### src/rtl/cs_dec_pkg.sv
package cs_dec_pkg;

   localparam int          N_INT_REG  = 4;
   localparam logic [31:0] ALIAS_BITS = 32'h5000_0000;

   typedef struct packed {
      logic [15:0] base_hi;
      logic [3:0]  size_code;
      logic        dbl;
      logic        rdy;
      logic        en;
   } area_cfg_t;

   localparam area_cfg_t AREA_OFF   = '{16'h0000, 4'd0, 1'b0, 1'b0, 1'b0};
   localparam area_cfg_t AREA0_BOOT = '{16'h0004, 4'd8, 1'b0, 1'b1, 1'b1};

   function automatic area_cfg_t word_to_cfg(input logic [31:0] w);
      area_cfg_t c;
      c.base_hi   = w[31:16];
      c.size_code = w[15:12];
      c.dbl       = w[8];
      c.rdy       = w[1];
      c.en        = w[0];
      return c;
   endfunction

   function automatic logic [31:0] int_region_base(input int i);
      case (i)
         0:       return 32'h0000_0000;
         1:       return 32'h000E_0000;
         2:       return 32'h6800_0000;
         default: return 32'h8000_0000;
      endcase
   endfunction

   function automatic logic [31:0] int_region_mask(input int i);
      case (i)
         0:       return 32'hFFFF_F000;
         1:       return 32'hFFFE_0000;
         2:       return 32'hFFFC_0000;
         default: return 32'hF000_0000;
      endcase
   endfunction

endpackage

### src/rtl/cs_area_match.sv
module cs_area_match
   import cs_dec_pkg::*;
#(
   parameter int ADDR_W   = 32,
   parameter int GRAN_LSB = 16
) (
   input  area_cfg_t         cfg,
   input  logic [ADDR_W-1:0] addr,
   output logic              hit
);
   localparam int BASE_W = ADDR_W - GRAN_LSB;

   initial begin
      assert (BASE_W == 16) else $error("base field must cover 16 address bits");
   end

   logic [ADDR_W-1:0] size_b, mask, win0, win1, base_full;
   logic              hit0, hit1;

   always_comb begin
      base_full = {cfg.base_hi, {GRAN_LSB{1'b0}}};
      size_b    = {{(ADDR_W-1){1'b0}}, 1'b1} << (GRAN_LSB + int'(cfg.size_code));
      mask      = ~(size_b - 1'b1);
      win0      = base_full & mask;
      win1      = win0 + size_b;
      hit0      = (addr & mask) == win0;
      hit1      = cfg.dbl && ((addr & mask) == win1);
      hit       = cfg.en && (hit0 || hit1);
   end

endmodule

### src/rtl/cs_int_match.sv
module cs_int_match
   import cs_dec_pkg::*;
#(
   parameter int          ADDR_W = 32,
   parameter int          N_INT  = N_INT_REG,
   parameter logic [31:0] ALIAS  = ALIAS_BITS
) (
   input  logic [ADDR_W-1:0] addr,
   output logic [N_INT-1:0]  hit
);
   logic [ADDR_W-1:0] addr_fold;

   assign addr_fold = addr & ~ALIAS[ADDR_W-1:0];

   for (genvar g = 0; g < N_INT; g++) begin : g_reg
      localparam logic [31:0] M = int_region_mask(g);
      localparam logic [31:0] B = int_region_base(g) & ~ALIAS;
      assign hit[g] = (addr_fold & M[ADDR_W-1:0]) == (B[ADDR_W-1:0] & M[ADDR_W-1:0]);
   end

endmodule

### src/rtl/cs_prio_resolve.sv
module cs_prio_resolve #(
   parameter int N     = 6,
   parameter int IDX_W = $clog2(N)
) (
   input  logic             clk,
   input  logic             rst_n,
   input  logic [N-1:0]     match,
   output logic             any,
   output logic [IDX_W-1:0] first,
   output logic [IDX_W-1:0] second
);
   logic [N-1:0] rest;
   logic         found2;

   always_comb begin
      any    = |match;
      first  = '0;
      for (int i = N - 1; i >= 0; i--) begin
         if (match[i]) first = IDX_W'(i);
      end
      rest = match;
      rest[first] = 1'b0;
      second = first;
      found2 = 1'b0;
      for (int i = N - 1; i >= 0; i--) begin
         if (rest[i]) begin
            second = IDX_W'(i);
            found2 = 1'b1;
         end
      end
   end

   // timing area is never below the selecting area
   a_r4_timing_not_lower: assert property (@(posedge clk) disable iff (!rst_n)
      any |-> (second >= first));
   // the selecting area really matched
   a_r4_first_matched: assert property (@(posedge clk) disable iff (!rst_n)
      any |-> match[first]);

endmodule

### src/rtl/cs_addr_decoder.sv
module cs_addr_decoder
   import cs_dec_pkg::*;
#(
   parameter int         ADDR_W     = 32,
   parameter int         N_AREA     = 6,
   parameter int         N_INT      = N_INT_REG,
   parameter logic [5:0] NO_RDY_SET = 6'b11_0000
) (
   input  logic                      clk,
   input  logic                      rst_n,
   input  logic                      cfg_we,
   input  logic [2:0]                cfg_idx,
   input  logic [31:0]               cfg_wdata,
   input  logic                      acc_valid,
   input  logic [31:0]               acc_addr,
   output logic [5:0]                cs_sel,
   output logic [2:0]                tim_idx,
   output logic                      rdy_wait_en,
   output logic [3:0]                int_sel,
   output logic                      bus_err
);
   localparam int IDX_W = $clog2(N_AREA);

   initial begin
      assert (N_AREA == 6)  else $error("port widths assume six areas");
      assert (N_INT == 4)   else $error("port widths assume four on-chip regions");
      assert (ADDR_W == 32) else $error("address width must be 32");
   end

   area_cfg_t area_cfg [N_AREA];

   for (genvar g = 0; g < N_AREA; g++) begin : g_cfg
      localparam area_cfg_t RST_V = (g == 0) ? AREA0_BOOT : AREA_OFF;
      always_ff @(posedge clk or negedge rst_n) begin
         if (!rst_n)                                    area_cfg[g] <= RST_V;
         else if (cfg_we && (int'(cfg_idx) == g))       area_cfg[g] <= word_to_cfg(cfg_wdata);
      end
   end

   logic [N_AREA-1:0] ext_hit;
   for (genvar g = 0; g < N_AREA; g++) begin : g_match
      cs_area_match #(.ADDR_W(ADDR_W), .GRAN_LSB(16)) u_match (
         .cfg  (area_cfg[g]),
         .addr (acc_addr),
         .hit  (ext_hit[g])
      );
   end

   logic [N_INT-1:0] int_hit;
   cs_int_match #(.ADDR_W(ADDR_W), .N_INT(N_INT), .ALIAS(ALIAS_BITS)) u_int (
      .addr (acc_addr),
      .hit  (int_hit)
   );

   logic             ext_any;
   logic [IDX_W-1:0] sel_i, tim_i;
   cs_prio_resolve #(.N(N_AREA), .IDX_W(IDX_W)) u_prio (
      .clk    (clk),
      .rst_n  (rst_n),
      .match  (ext_hit),
      .any    (ext_any),
      .first  (sel_i),
      .second (tim_i)
   );

   logic [5:0] cs_n;
   logic [2:0] tim_n;
   logic       rdy_n, err_n;
   logic [3:0] int_n;

   always_comb begin
      cs_n  = '0;
      tim_n = '0;
      rdy_n = 1'b0;
      err_n = 1'b0;
      int_n = '0;
      if (acc_valid) begin
         if (|int_hit) begin
            int_n = int_hit;
         end else if (ext_any) begin
            cs_n[sel_i] = 1'b1;
            tim_n       = 3'(tim_i);
            rdy_n       = area_cfg[tim_i].rdy & ~NO_RDY_SET[tim_i];
         end else begin
            err_n = 1'b1;
         end
      end
   end

   always_ff @(posedge clk or negedge rst_n) begin
      if (!rst_n) begin
         cs_sel      <= '0;
         tim_idx     <= '0;
         rdy_wait_en <= 1'b0;
         int_sel     <= '0;
         bus_err     <= 1'b0;
      end else begin
         cs_sel      <= cs_n;
         tim_idx     <= tim_n;
         rdy_wait_en <= rdy_n;
         int_sel     <= int_n;
         bus_err     <= err_n;
      end
   end

   a_r4_cs_onehot: assert property (@(posedge clk) disable iff (!rst_n)
      $onehot0(cs_sel));
   a_r1_onchip_excludes_cs: assert property (@(posedge clk) disable iff (!rst_n)
      (int_sel != 0) |-> (cs_sel == 0 && !bus_err));
   a_r7_err_alone: assert property (@(posedge clk) disable iff (!rst_n)
      bus_err |-> (cs_sel == 0 && int_sel == 0 && !rdy_wait_en));
   a_r6_no_wait_high_areas: assert property (@(posedge clk) disable iff (!rst_n)
      (tim_idx >= 3'd4) |-> !rdy_wait_en);
   a_r9_idle_quiet: assert property (@(posedge clk) disable iff (!rst_n)
      !acc_valid |=> (cs_sel == 0 && int_sel == 0 && !bus_err && tim_idx == 0));
   a_r9_valid_classified: assert property (@(posedge clk) disable iff (!rst_n)
      acc_valid |=> ($countones({cs_sel != 6'd0, int_sel != 4'd0, bus_err}) == 1));

endmodule

### config.mk
export PLATFORM = sky130hd
export DESIGN_NAME = cs_addr_decoder
export DESIGN_NICKNAME = d
export VERILOG_FILES = /design/src/rtl/cs_dec_pkg.sv /design/src/rtl/cs_area_match.sv /design/src/rtl/cs_int_match.sv /design/src/rtl/cs_prio_resolve.sv /design/src/rtl/cs_addr_decoder.sv
export SDC_FILE = /design/constraint.sdc
export NUM_CORES = 1
export LEC_CHECK = 0
export ABC_AREA = 1
export BUFFER_PORTS_ARGS = -buffer_cell sky130_fd_sc_hd__buf_2
export CORE_MARGIN = 5
export CORE_UTILIZATION = 24
export CTS_CLUSTER_DIAMETER = 80
export DETAILED_ROUTE_END_ITERATION = 8
export HOLD_SLACK_MARGIN = 0.08
export PLACE_DENSITY_LB_ADDON = 0.12
export SLEW_MARGIN = 10
export SYNTH_ARGS = -nofsm -noshare
export SYNTH_HDL_FRONTEND = slang
export SYNTH_HIERARCHICAL = 1
export SYNTH_SLANG_ARGS = --single-unit
### constraint.sdc
create_clock -name clk -period 4.4 [get_ports clk]
set_input_delay 0.88 -clock clk [delete_from_list [all_inputs] [get_ports clk]]
set_output_delay 0.88 -clock clk [all_outputs]
set_load 0.005 [all_outputs]
==> reports/qor.csv <==
metric,value,unit
status,completed,
DR vias,19900,
worst hold margin,0.385,ns
core area,0.0728,mm2
CP endpoint kind,register,
period utilization,97.8,%
Tmin final,4.30,ns
Nets,3418,
unrepaired setup endpoints after global routing,yes,
Syn Area/Cell,5.98,um2
# rows,99,
die area,0.0789,mm2
initial antenna violation count,2,
Tot Pwr,8.97,mW
Top Layer Used,met4,
Met3 Routed Length,2200,um
CP bufs+invs,12,
port bufs,64,
yosys warns,6,
Crit Path Class,reg -> reg,
clock sink total,151,
PD cells,388,mW/mm2
CTS Buffer Depth,2,
drt pass-1 iters,7,
Crit Reg-Reg Startpoint,area_cfg[121]$_DFFE_PN1P_,
"Slew Viols, Final",0,
critical path launch point type,register,
DP HPWL,60600,um
"antenna viol nets, final",0,
diode count,0,
# H-tree levels,4,
Finished Core Util,31.8,%
Routed WL,75600,um
Max Fclk,232,MHz
GP Congestion,0.910,
Hold Fails Final Rpt,0,
met2 routed WL,35800,um
Initial Util,24.2,%
gr usage total,18.6,%
pre-CTS setup slack,-0.331,ns
vias in the first global route,18900,
Reg-to-Reg End,cs_sel[4]$_DFF_PN0_,
Slew headroom,33.3,%
slew of the pin with the lowest slew margin,0.999,ns
clk_lat worst skew,0.47,ns
clk root buf,clkbuf_16,
DR DRC count,0,
"slowest stage cell, crit path",dfstp_2,
R2R setup slack,0.1,ns
Synth Instances,2946,
CP max FO,4,
IO Count,86,
syn nets,3083,
MaxCap Viol Count,0,
Syn Std Cell Area,0.0176,mm2
Final setup violation count,0,
DR iter-0 viols,1273,
clk slew on worst S/H paths,0.07,ns
Hold Crit Class,in -> async,
global route total overflow,0,
Metal-1 WL,36100,um
largest net degree at the start of global routing,82,
via/cell ratio,4.68,
Lkg Pwr,11.9,nW
Syn-to-layout area delta,31.5,%
Peak VDD IR,0.263,mV
share of layout cells above drive strength 1,27.5,%
CTS Buf Count,17,
Clock Skew,0.0113,ns
CP Data Required Time,4.79,ns
Setup TNS,0,ns
first-pass GRT wire length,113000,um
CTS tree,yes,
reg2reg path depth,32,
die width,281,um
WL/cell,17.8,um
Crit path largest cell delay,0.54,ns
cell family with most CP delay,simple AND/OR/NAND/NOR gates,
Chip Height,281,um
Critical Path AT,4.69,ns
setup ws final,0.0961,ns
## routing by layer
metal | track usage, % | up-vias
met5 | 0 | -
met4 | 3.92 | 0
met3 | 2.05 | 65
met2 | 31.4 | 339
met1 | 25.7 | 9370
li1 | - | 10100
## how the worst max path moves through the flow
stage               slack, ns  cells after the start                    end                      start
global placement        -0.34                     37  rdy_wait_en$_DFF_PN0_    area_cfg[3]$_DFFE_PN0P_
floorplan                0.45                     31  rdy_wait_en$_DFF_PN0_  area_cfg[121]$_DFFE_PN1P_
CTS                     0.003                     38  rdy_wait_en$_DFF_PN0_   area_cfg[52]$_DFFE_PN0P_
finish                    0.1                     32    cs_sel[4]$_DFF_PN0_  area_cfg[121]$_DFFE_PN1P_
detailed placement      -0.33                     37  rdy_wait_en$_DFF_PN0_    area_cfg[3]$_DFFE_PN0P_
global route            -0.20                     32  rdy_wait_en$_DFF_PN0_  area_cfg[119]$_DFFE_PN0P_
## flip-flops by register name, summed over array words and instances, names as in the netlist
register     flops
cs_sel           6
bus_err          1
area_cfg       136
rdy_wait_en      1
int_sel          4
tim_idx          3
## layout make-up
cell class	instances	area [um2]
fill	8212	49700
multi-input combinational	2299	13300
sequential	151	3790
timing repair buffer	360	2590
inverter	452	1710
tap	959	1200
clock buffer	19	443
clock inverter	13	145
## per-stage QoR
stage / instance area [um2] / instances
floorplan: 17600 / 2946
CTS: 21600 / 4215
global route: 23200 / 4253
global placement: 20700 / 4173
finish: 23200 / 4253
detailed placement: 20700 / 4173
## where the power goes
| group | internal (mW) | switching [mW] | total [mW] |
|---|---|---|---|
| registers | 1.63 | 0.262 | 1.89 |
| clock network | 0.855 | 0.666 | 1.52 |
| logic | 2.22 | 3.34 | 5.56 |
## layout by cell type, fill, tap and decap left out, drive strengths merged
cell type  instances
nand2           1049
inv              450
buf              360
nor2             338
nand3            220
o21ai            150
dfrtp            147
nand4            124
xor2              78
a21oi             73
ha                66
nor3              48
xnor2             42
clkbuf            19
nand3b            18
o2111ai           12
and3              12
o21bai            12
a21boi            12
clkinv            10
and2               7
nor4               7
or2                6
a2111oi            6
a211oi             6
o311ai             6
o221a              6
dfstp              4
clkinvlp           3
bufinv             2
nor3b              1
## what timing repair did
item | CTS | global route
endpoints found under the setup margin | 11 | 11
hold buffers | 0 | 0
setup buffers | 10 | 38
pin swaps | 26 | 137
gates resized for setup | 64 | 319
Power figures use the tool's default switching activity.
